[config.mk]
export PLATFORM = sky130hd
export DESIGN_NAME = irq_ctl_2lvl
export DESIGN_NICKNAME = d
export VERILOG_FILES = /design/src/rtl/irq_ctl_pkg.sv /design/src/rtl/irq_ext_in.sv /design/src/rtl/irq_flag_bank.sv /design/src/rtl/irq_pick.sv /design/src/rtl/irq_ctl_2lvl.sv
export SDC_FILE = /design/constraint.sdc
export NUM_CORES = 1
export LEC_CHECK = 0
export BUFFER_PORTS_ARGS = -buffer_cell sky130_fd_sc_hd__buf_2
export CAP_MARGIN = 20
export CORE_UTILIZATION = 35
export CTS_CLUSTER_SIZE = 28
export DETAILED_ROUTE_END_ITERATION = 10
export PLACE_DENSITY = 0.66
export SLEW_MARGIN = 10
export SYNTH_ARGS = -nofsm -noshare
export SYNTH_HDL_FRONTEND = slang
export SYNTH_SLANG_ARGS = --single-unit
[constraint.sdc]
create_clock -name clk -period 2.7 [get_ports clk]
set_input_delay 0.405 -clock clk [delete_from_list [all_inputs] [get_ports clk]]
set_output_delay 0.405 -clock clk [all_outputs]
set_load 0.03 [all_outputs]
[src/rtl/irq_ctl_pkg.sv]
package irq_ctl_pkg;
  localparam int unsigned NUM_SRC   = 6;
  localparam int unsigned SRC_IDX_W = $clog2(NUM_SRC);
  localparam int unsigned VEC_W     = 16;
  localparam int unsigned VEC_BASE  = 3;
  localparam int unsigned VEC_STEP  = 8;
  localparam int unsigned NUM_EXT   = 2;
  localparam int unsigned NUM_TMR   = 2;
  localparam int unsigned NUM_HWCLR = 4;

  typedef enum logic [SRC_IDX_W-1:0] {
    SRC_EXT0 = 3'd0,
    SRC_TMR0 = 3'd1,
    SRC_EXT1 = 3'd2,
    SRC_TMR1 = 3'd3,
    SRC_SER  = 3'd4,
    SRC_TMR2 = 3'd5
  } src_e;

  typedef struct packed {
    logic                 vld;
    logic [SRC_IDX_W-1:0] idx;
  } pick_t;

  // lowest set index wins: this is the fixed polling order
  function automatic pick_t first_set(input logic [NUM_SRC-1:0] m);
    pick_t p;
    p = '0;
    for (int i = NUM_SRC - 1; i >= 0; i--) begin
      if (m[i]) begin
        p.vld = 1'b1;
        p.idx = i[SRC_IDX_W-1:0];
      end
    end
    return p;
  endfunction

  function automatic logic [VEC_W-1:0] vec_of(input logic [SRC_IDX_W-1:0] idx);
    return VEC_W'(VEC_BASE) + VEC_W'(idx) * VEC_W'(VEC_STEP);
  endfunction
endpackage

[src/rtl/irq_ext_in.sv]
module irq_ext_in #(
  parameter int unsigned SYNC_STAGES = 2
) (
  input  logic clk,
  input  logic rst_n,
  input  logic pin_n,
  input  logic edge_mode,
  input  logic clr,
  output logic flag,
  output logic fall_evt
);
  localparam int unsigned TOP = SYNC_STAGES - 1;

  logic [SYNC_STAGES-1:0] sync_q;
  logic                   prev_q;
  logic                   edge_flag_q;

  assign fall_evt = prev_q & ~sync_q[TOP];

  always_ff @(posedge clk or negedge rst_n) begin
    if (!rst_n) begin
      sync_q      <= '1;
      prev_q      <= 1'b1;
      edge_flag_q <= 1'b0;
    end else begin
      sync_q <= {sync_q[SYNC_STAGES-2:0], pin_n};
      prev_q <= sync_q[TOP];
      if (edge_mode && fall_evt) edge_flag_q <= 1'b1;
      else if (clr || !edge_mode) edge_flag_q <= 1'b0;
    end
  end

  assign flag = edge_mode ? edge_flag_q : ~sync_q[TOP];
endmodule

[src/rtl/irq_flag_bank.sv]
module irq_flag_bank
  import irq_ctl_pkg::*;
(
  input  logic               clk,
  input  logic               rst_n,
  input  logic [NUM_EXT-1:0] ext_flag,
  input  logic [NUM_TMR-1:0] tmr_ovf,
  input  logic [NUM_TMR-1:0] tmr_clr,
  input  logic               ser_rx,
  input  logic               ser_tx,
  input  logic               t2_ovf,
  input  logic               t2_ext,
  output logic [NUM_SRC-1:0] pend
);
  logic [NUM_TMR-1:0] tmr_q;

  for (genvar t = 0; t < NUM_TMR; t++) begin : g_tmr
    always_ff @(posedge clk or negedge rst_n) begin
      if (!rst_n) tmr_q[t] <= 1'b0;
      else if (tmr_ovf[t]) tmr_q[t] <= 1'b1;
      else if (tmr_clr[t]) tmr_q[t] <= 1'b0;
    end
  end

  always_comb begin
    pend           = '0;
    pend[SRC_EXT0] = ext_flag[0];
    pend[SRC_TMR0] = tmr_q[0];
    pend[SRC_EXT1] = ext_flag[1];
    pend[SRC_TMR1] = tmr_q[1];
    pend[SRC_SER]  = ser_rx | ser_tx;
    pend[SRC_TMR2] = t2_ovf | t2_ext;
  end
endmodule

[src/rtl/irq_pick.sv]
module irq_pick
  import irq_ctl_pkg::*;
(
  input  logic [NUM_SRC-1:0] pend,
  input  logic [NUM_SRC-1:0] en_src,
  input  logic               en_glb,
  input  logic [NUM_SRC-1:0] pri_hi,
  input  logic [1:0]         insvc,
  output logic [NUM_SRC-1:0] elig,
  output pick_t              win
);
  logic [NUM_SRC-1:0] armed, hi_ok, lo_ok;
  pick_t hi_pick, lo_pick;

  assign armed = pend & en_src & {NUM_SRC{en_glb}};

  // insvc[1]: high level busy, insvc[0]: low level busy
  assign hi_ok = insvc[1] ? '0 : (armed & pri_hi);
  assign lo_ok = (insvc[1] | insvc[0]) ? '0 : (armed & ~pri_hi);
  assign elig  = hi_ok | lo_ok;

  assign hi_pick = first_set(hi_ok);
  assign lo_pick = first_set(lo_ok);
  assign win     = hi_pick.vld ? hi_pick : lo_pick;
endmodule

[src/rtl/irq_ctl_2lvl.sv]
module irq_ctl_2lvl
  import irq_ctl_pkg::*;
(
  input  logic               clk,
  input  logic               rst_n,
  input  logic               reg_wr,
  input  logic               reg_sel,
  input  logic [7:0]         reg_wdata,
  input  logic               ext0_n,
  input  logic               ext1_n,
  input  logic [1:0]         ext_edge_mode,
  input  logic               tmr0_ovf,
  input  logic               tmr1_ovf,
  input  logic               ser_rx_flag,
  input  logic               ser_tx_flag,
  input  logic               tmr2_ovf_flag,
  input  logic               tmr2_ext_flag,
  input  logic               insn_bound,
  input  logic               reti,
  output logic               irq_req,
  output logic [VEC_W-1:0]   irq_vec,
  output logic               irq_ack,
  output logic [NUM_SRC-1:0] flag_pend
);
  logic                 en_glb_q;
  logic [NUM_SRC-1:0]   en_src_q;
  logic [NUM_SRC-1:0]   pri_q;
  logic [1:0]           insvc_q;
  logic                 hold_vld_q;
  logic [SRC_IDX_W-1:0] hold_idx_q;
  logic                 ack_q;
  logic [SRC_IDX_W-1:0] ack_idx_q;

  logic [NUM_EXT-1:0]   ext_pin_n, ext_flag, ext_fall, ext_clr;
  logic [NUM_HWCLR-1:0] hw_clr;
  logic [NUM_SRC-1:0]   pend, elig;
  pick_t                win;
  logic                 held_ok, accept, withdraw;
  logic                 unused_wdata;

  assign unused_wdata = reg_wdata[6];
  assign ext_pin_n    = {ext1_n, ext0_n};

  // acknowledge clears only the hardware-cleared sources (indices 0..3)
  for (genvar c = 0; c < NUM_HWCLR; c++) begin : g_clr
    assign hw_clr[c] = ack_q && (ack_idx_q == SRC_IDX_W'(c));
  end
  assign ext_clr = {hw_clr[SRC_EXT1], hw_clr[SRC_EXT0]};

  for (genvar e = 0; e < NUM_EXT; e++) begin : g_ext
    irq_ext_in #(.SYNC_STAGES(2)) u_ext (
      .clk      (clk),
      .rst_n    (rst_n),
      .pin_n    (ext_pin_n[e]),
      .edge_mode(ext_edge_mode[e]),
      .clr      (ext_clr[e]),
      .flag     (ext_flag[e]),
      .fall_evt (ext_fall[e])
    );
  end

  irq_flag_bank u_flags (
    .clk     (clk),
    .rst_n   (rst_n),
    .ext_flag(ext_flag),
    .tmr_ovf ({tmr1_ovf, tmr0_ovf}),
    .tmr_clr ({hw_clr[SRC_TMR1], hw_clr[SRC_TMR0]}),
    .ser_rx  (ser_rx_flag),
    .ser_tx  (ser_tx_flag),
    .t2_ovf  (tmr2_ovf_flag),
    .t2_ext  (tmr2_ext_flag),
    .pend    (pend)
  );

  irq_pick u_pick (
    .pend  (pend),
    .en_src(en_src_q),
    .en_glb(en_glb_q),
    .pri_hi(pri_q),
    .insvc (insvc_q),
    .elig  (elig),
    .win   (win)
  );

  assign held_ok  = hold_vld_q && elig[hold_idx_q];
  assign withdraw = hold_vld_q && !elig[hold_idx_q];
  assign accept   = held_ok && insn_bound;

  always_ff @(posedge clk or negedge rst_n) begin
    if (!rst_n) begin
      en_glb_q <= 1'b0;
      en_src_q <= '0;
      pri_q    <= '0;
    end else if (reg_wr) begin
      if (!reg_sel) begin
        en_glb_q <= reg_wdata[7];
        en_src_q <= reg_wdata[NUM_SRC-1:0];
      end else begin
        pri_q <= reg_wdata[NUM_SRC-1:0];
      end
    end
  end

  always_ff @(posedge clk or negedge rst_n) begin
    if (!rst_n) begin
      hold_vld_q <= 1'b0;
      hold_idx_q <= '0;
    end else if (accept || withdraw) begin
      hold_vld_q <= 1'b0;
    end else if (!hold_vld_q && !ack_q && win.vld) begin
      hold_vld_q <= 1'b1;
      hold_idx_q <= win.idx;
    end
  end

  always_ff @(posedge clk or negedge rst_n) begin
    if (!rst_n) begin
      ack_q     <= 1'b0;
      ack_idx_q <= '0;
    end else begin
      ack_q <= accept;
      if (accept) ack_idx_q <= hold_idx_q;
    end
  end

  always_ff @(posedge clk or negedge rst_n) begin
    if (!rst_n) begin
      insvc_q <= 2'b00;
    end else begin
      logic [1:0] nxt;
      nxt = insvc_q;
      if (reti) begin
        if (nxt[1]) nxt[1] = 1'b0;
        else        nxt[0] = 1'b0;
      end
      if (accept) begin
        if (pri_q[hold_idx_q]) nxt[1] = 1'b1;
        else                   nxt[0] = 1'b1;
      end
      insvc_q <= nxt;
    end
  end

  assign irq_req   = held_ok;
  assign irq_vec   = held_ok ? vec_of(hold_idx_q) : '0;
  assign irq_ack   = ack_q;
  assign flag_pend = pend;
endmodule

==> impl_metrics.json <==
{
  "status": "completed",
  "area_growth_syn_to_layout_pct": 15.91,
  "yosysTopAreaCell": "sky130_fd_sc_hd__dfrtp_1",
  "rsz0062_at_grt": "false",
  "timing.critical_path.from_type": "register",
  "design_area_um2": 2178,
  "initial_utilization_pct": 36.56,
  "final.setup_skew_ns": 0.006278,
  "timing_worst_setup_path_type": "reg2out",
  "path_max_fanout": 11,
  "grt_first_pass_wirelength_mm": 6.141,
  "detailedRoute.firstIterationViolations": 83,
  "fillers": 501,
  "clk-insertion-delay-late_ns": 0.28,
  "fp.dieArea_um2": 5666,
  "grt_max_degree": 34,
  "n_antenna_cell": 0,
  "slew_headroom_pct": 52.01,
  "yosysWarnings": 0,
  "tritoncts.num_buffers": 5,
  "final-setup-viol-count": 0,
  "synth_area_um2": 1879,
  "port-buffer-count": 35,
  "layout_common_cells": "sky130_fd_sc_hd__buf_2 (35), sky130_fd_sc_hd__dfrtp_1 (27), sky130_fd_sc_hd__mux2_2 (14)",
  "dp_slack_ns": 0.4496,
  "rows": 26,
  "placeableCoreArea_um2": 5140,
  "worstPathArrival_ns": 2.11,
  "vias_per_cell": 4.823,
  "ys_dominant_reg_cell": "sky130_fd_sc_hd__dfrtp_1",
  "power.ir.vdd_worst_uv": 396.7,
  "total_leakage_power_nw": 0.9872,
  "cts_max_level": 2,
  "synth_edf_count": 0,
  "setup.worst_path.end_class": "output pin",
  "hold-worst-slack_ns": 0.1760,
  "number_of_antenna_violations_at_the_first_check_in_global_routing": 0,
  "cts_buffer_depth": 2,
  "die_w_um": 75.28,
  "synth_top_cells_by_area": "sky130_fd_sc_hd__dfrtp_1 (36%), sky130_fd_sc_hd__dfstp_2 (8.4%), sky130_fd_sc_hd__mux2_2 (8.4%)",
  "report.final.hold_viol_count": 0,
  "synthDistinctLibCells": 53,
  "route.antenna.remaining_nets": 0,
  "dp_cells": 275,
  "die_height_um": 75.28,
  "clkSinkCount": 33,
  "cap_violations": 0,
  "dr.pass1.iters": 4,
  "layout_commonest_cell": "sky130_fd_sc_hd__buf_2",
  "instances_no_fill": 283,
  "timing.critical_path.slowest_cell_delay_ns": 0.62,
  "hpwl_mm": 2.849,
  "clock-root-buffer": "sky130_fd_sc_hd__clkbuf_8",
  "post-synth-top-area-fraction_pct": 35.95,
  "place.gp.congestion": 0.8470,
  "number_of_remaining_drc_errors": 0,
  "groute.usage.overall_pct": 14.79,
  "tritoncts_clock_tree": "yes",
  "timing.critical_path.required_ns": 2.30,
  "power_density_nw_per_um2": 799.8,
  "detailed_route_via_count": 1365,
  "rr_startpoint": "hold_idx_q[0]",
  "clock.fmax_mhz": 397.6,
  "cts-resized-gates": 0,
  "layout-drive-gt1-share_pct": 38.50,
  "cts.hold.buffers_added": 0,
  "layout_worst_path_cycle_share_pct": 93.15,
  "fin_tns_setup_ns": 0,
  "routedWlPerCell_um": 13.13,
  "finish.net_count": 236,
  "critPathLaunch": "hold_idx_q[0]",
  "placed_area_um2": 2058,
  "final_max_slew_viol_count": 0,
  "ys_ff_latch": 33,
  "vias_in_the_first_global_route": 1298,
  "synth_area_per_cell_um2": 10.62,
  "period_minus_ws_final_ns": 2.515,
  "cts.repair_timing.setup_buffer_count": 0,
  "fraction_of_registers_with_async_set_or_reset_after_synthesis_pct": 100.0,
  "crit_slowest_cell": "sky130_fd_sc_hd__dfrtp_1",
  "worst_slew_pin_slew_ns": 0.7198,
  "postSynthCellCount": 177,
  "grt_overflow": 0,
  "seq_area_frac_synth_pct": 44.34,
  "crit_chain": "nor3b_1 -> a22o_2 -> a221oi_2 -> nor2b_1 -> and2_1 -> buf_2",
  "clkSlewWorstSetupHoldPaths_ns": 0.07,
  "drt-total-wl_mm": 3.715,
  "worst_slack_ns": 0.1849,
  "hold_crit_path_type": "in2async",
  "io-pin-count": 48
}
through the flow:
stage / total power, W / util [%]
CTS: 0.001755 / 42.38
floorplan: 0.001155 / -
detailed placement: 0.001272 / 40.04
global placement: 0.001256 / 40.04
finish: 0.001742 / 42.38
global route: 0.001858 / 42.38
cells by family (layout without fill, tap and decap cells):
| logic type | count (synthesis) | count (layout) | share of synthesized area, % |
|---|---|---|---|
| buffers and inverters | 23 | 49 | 7.656 |
| AOI/OAI and AO/OA | 39 | 39 | 15.18 |
| other | 1 | 11 | 0.1995 |
| DFF | 33 | 33 | 44.34 |
| muxes | 20 | 20 | 13.05 |
| and+or+nand+nor | 61 | 61 | 19.57 |
cells in the mapped netlist, types with 3 or more instances:
master	n
sky130_fd_sc_hd__a21o_1	4
sky130_fd_sc_hd__a21oi_1	5
sky130_fd_sc_hd__a31oi_1	3
sky130_fd_sc_hd__buf_4	15
sky130_fd_sc_hd__dfrtp_1	27
sky130_fd_sc_hd__dfstp_2	6
sky130_fd_sc_hd__inv_1	5
sky130_fd_sc_hd__mux2_2	14
sky130_fd_sc_hd__mux2_4	3
sky130_fd_sc_hd__nand2_1	11
sky130_fd_sc_hd__nand2b_1	6
sky130_fd_sc_hd__nand3_1	4
sky130_fd_sc_hd__nand3b_1	3
sky130_fd_sc_hd__nor2_1	7
sky130_fd_sc_hd__nor2b_1	8
sky130_fd_sc_hd__o21a_1	3
sky130_fd_sc_hd__o21ai_0	4
sky130_fd_sc_hd__or2_2	3
worst max-delay path: cells and delay by family (launching register included):
kind                   cells  cell delay, ns
flip-flops                 1            0.62
AND/OR/NAND/NOR            3            0.41
AO/OA/AOI/OAI              2            0.63
buffers and inverters      1            0.17
area by class of cell:
cell class              count  area (um2)  share of cell area (%)
clock buffers               6       82.58                   3.791
flip-flops and latches     33       833.3                   38.25
multi-input cells         131       939.7                   43.14
clock inverters             2       37.54                   1.723
well taps                  70       87.58                   4.021
inverters                   6       22.52                   1.034
repair buffers             35       175.2                   8.041
routing by layer:
metal | vias up | track usage (%) | routed length (um) | share of wire (%)
met1 | 647 | 20.92 | 1859 | 50
met4 | 0 | 4.321 | 29 | 0.78
met5 | - | 0 | 0 | 0
met3 | 4 | 3.882 | 195 | 5.2
met2 | 41 | 22.42 | 1630 | 44
li1 | 673 | - | - | -
final timing paths:
kind,to,slack [ns],cells after the start
max,irq_vec[3],0.18,6
min,en_src_q[5],0.18,1
max reg2reg,ack_idx_q[0],0.72,5
min reg2reg,g_ext[0].u_ext.sync_q[1],0.36,0
max in group asynchronous,hold_vld_q,2.06,1
min in group clk,g_ext[0].u_ext.sync_q[0],0.22,1
power by group:
part	internal, W	leakage, nW	switching [W]
combinational	0.000271	0.539	0.000269
sequential	0.000588	0.391	0.000137
clock	0.000300	0.0574	0.000177
total	0.00116	0.987	0.000584
flip-flops by register name, indices dropped and copies added, names as in the netlist:
| signal | cells |
|---|---|
| u_flags.pend | 2 |
| en_glb_q | 1 |
| ack_idx_q | 3 |
| g_ext.u_ext.edge_flag_q | 2 |
| en_src_q | 6 |
| g_ext.u_ext.prev_q | 2 |
| insvc_q | 2 |
| hold_idx_q | 3 |
| pri_q | 6 |
| hold_vld_q | 1 |
| g_ext.u_ext.sync_q | 4 |
| irq_ack | 1 |
Note: power is estimated with default switching activity, not from simulation.
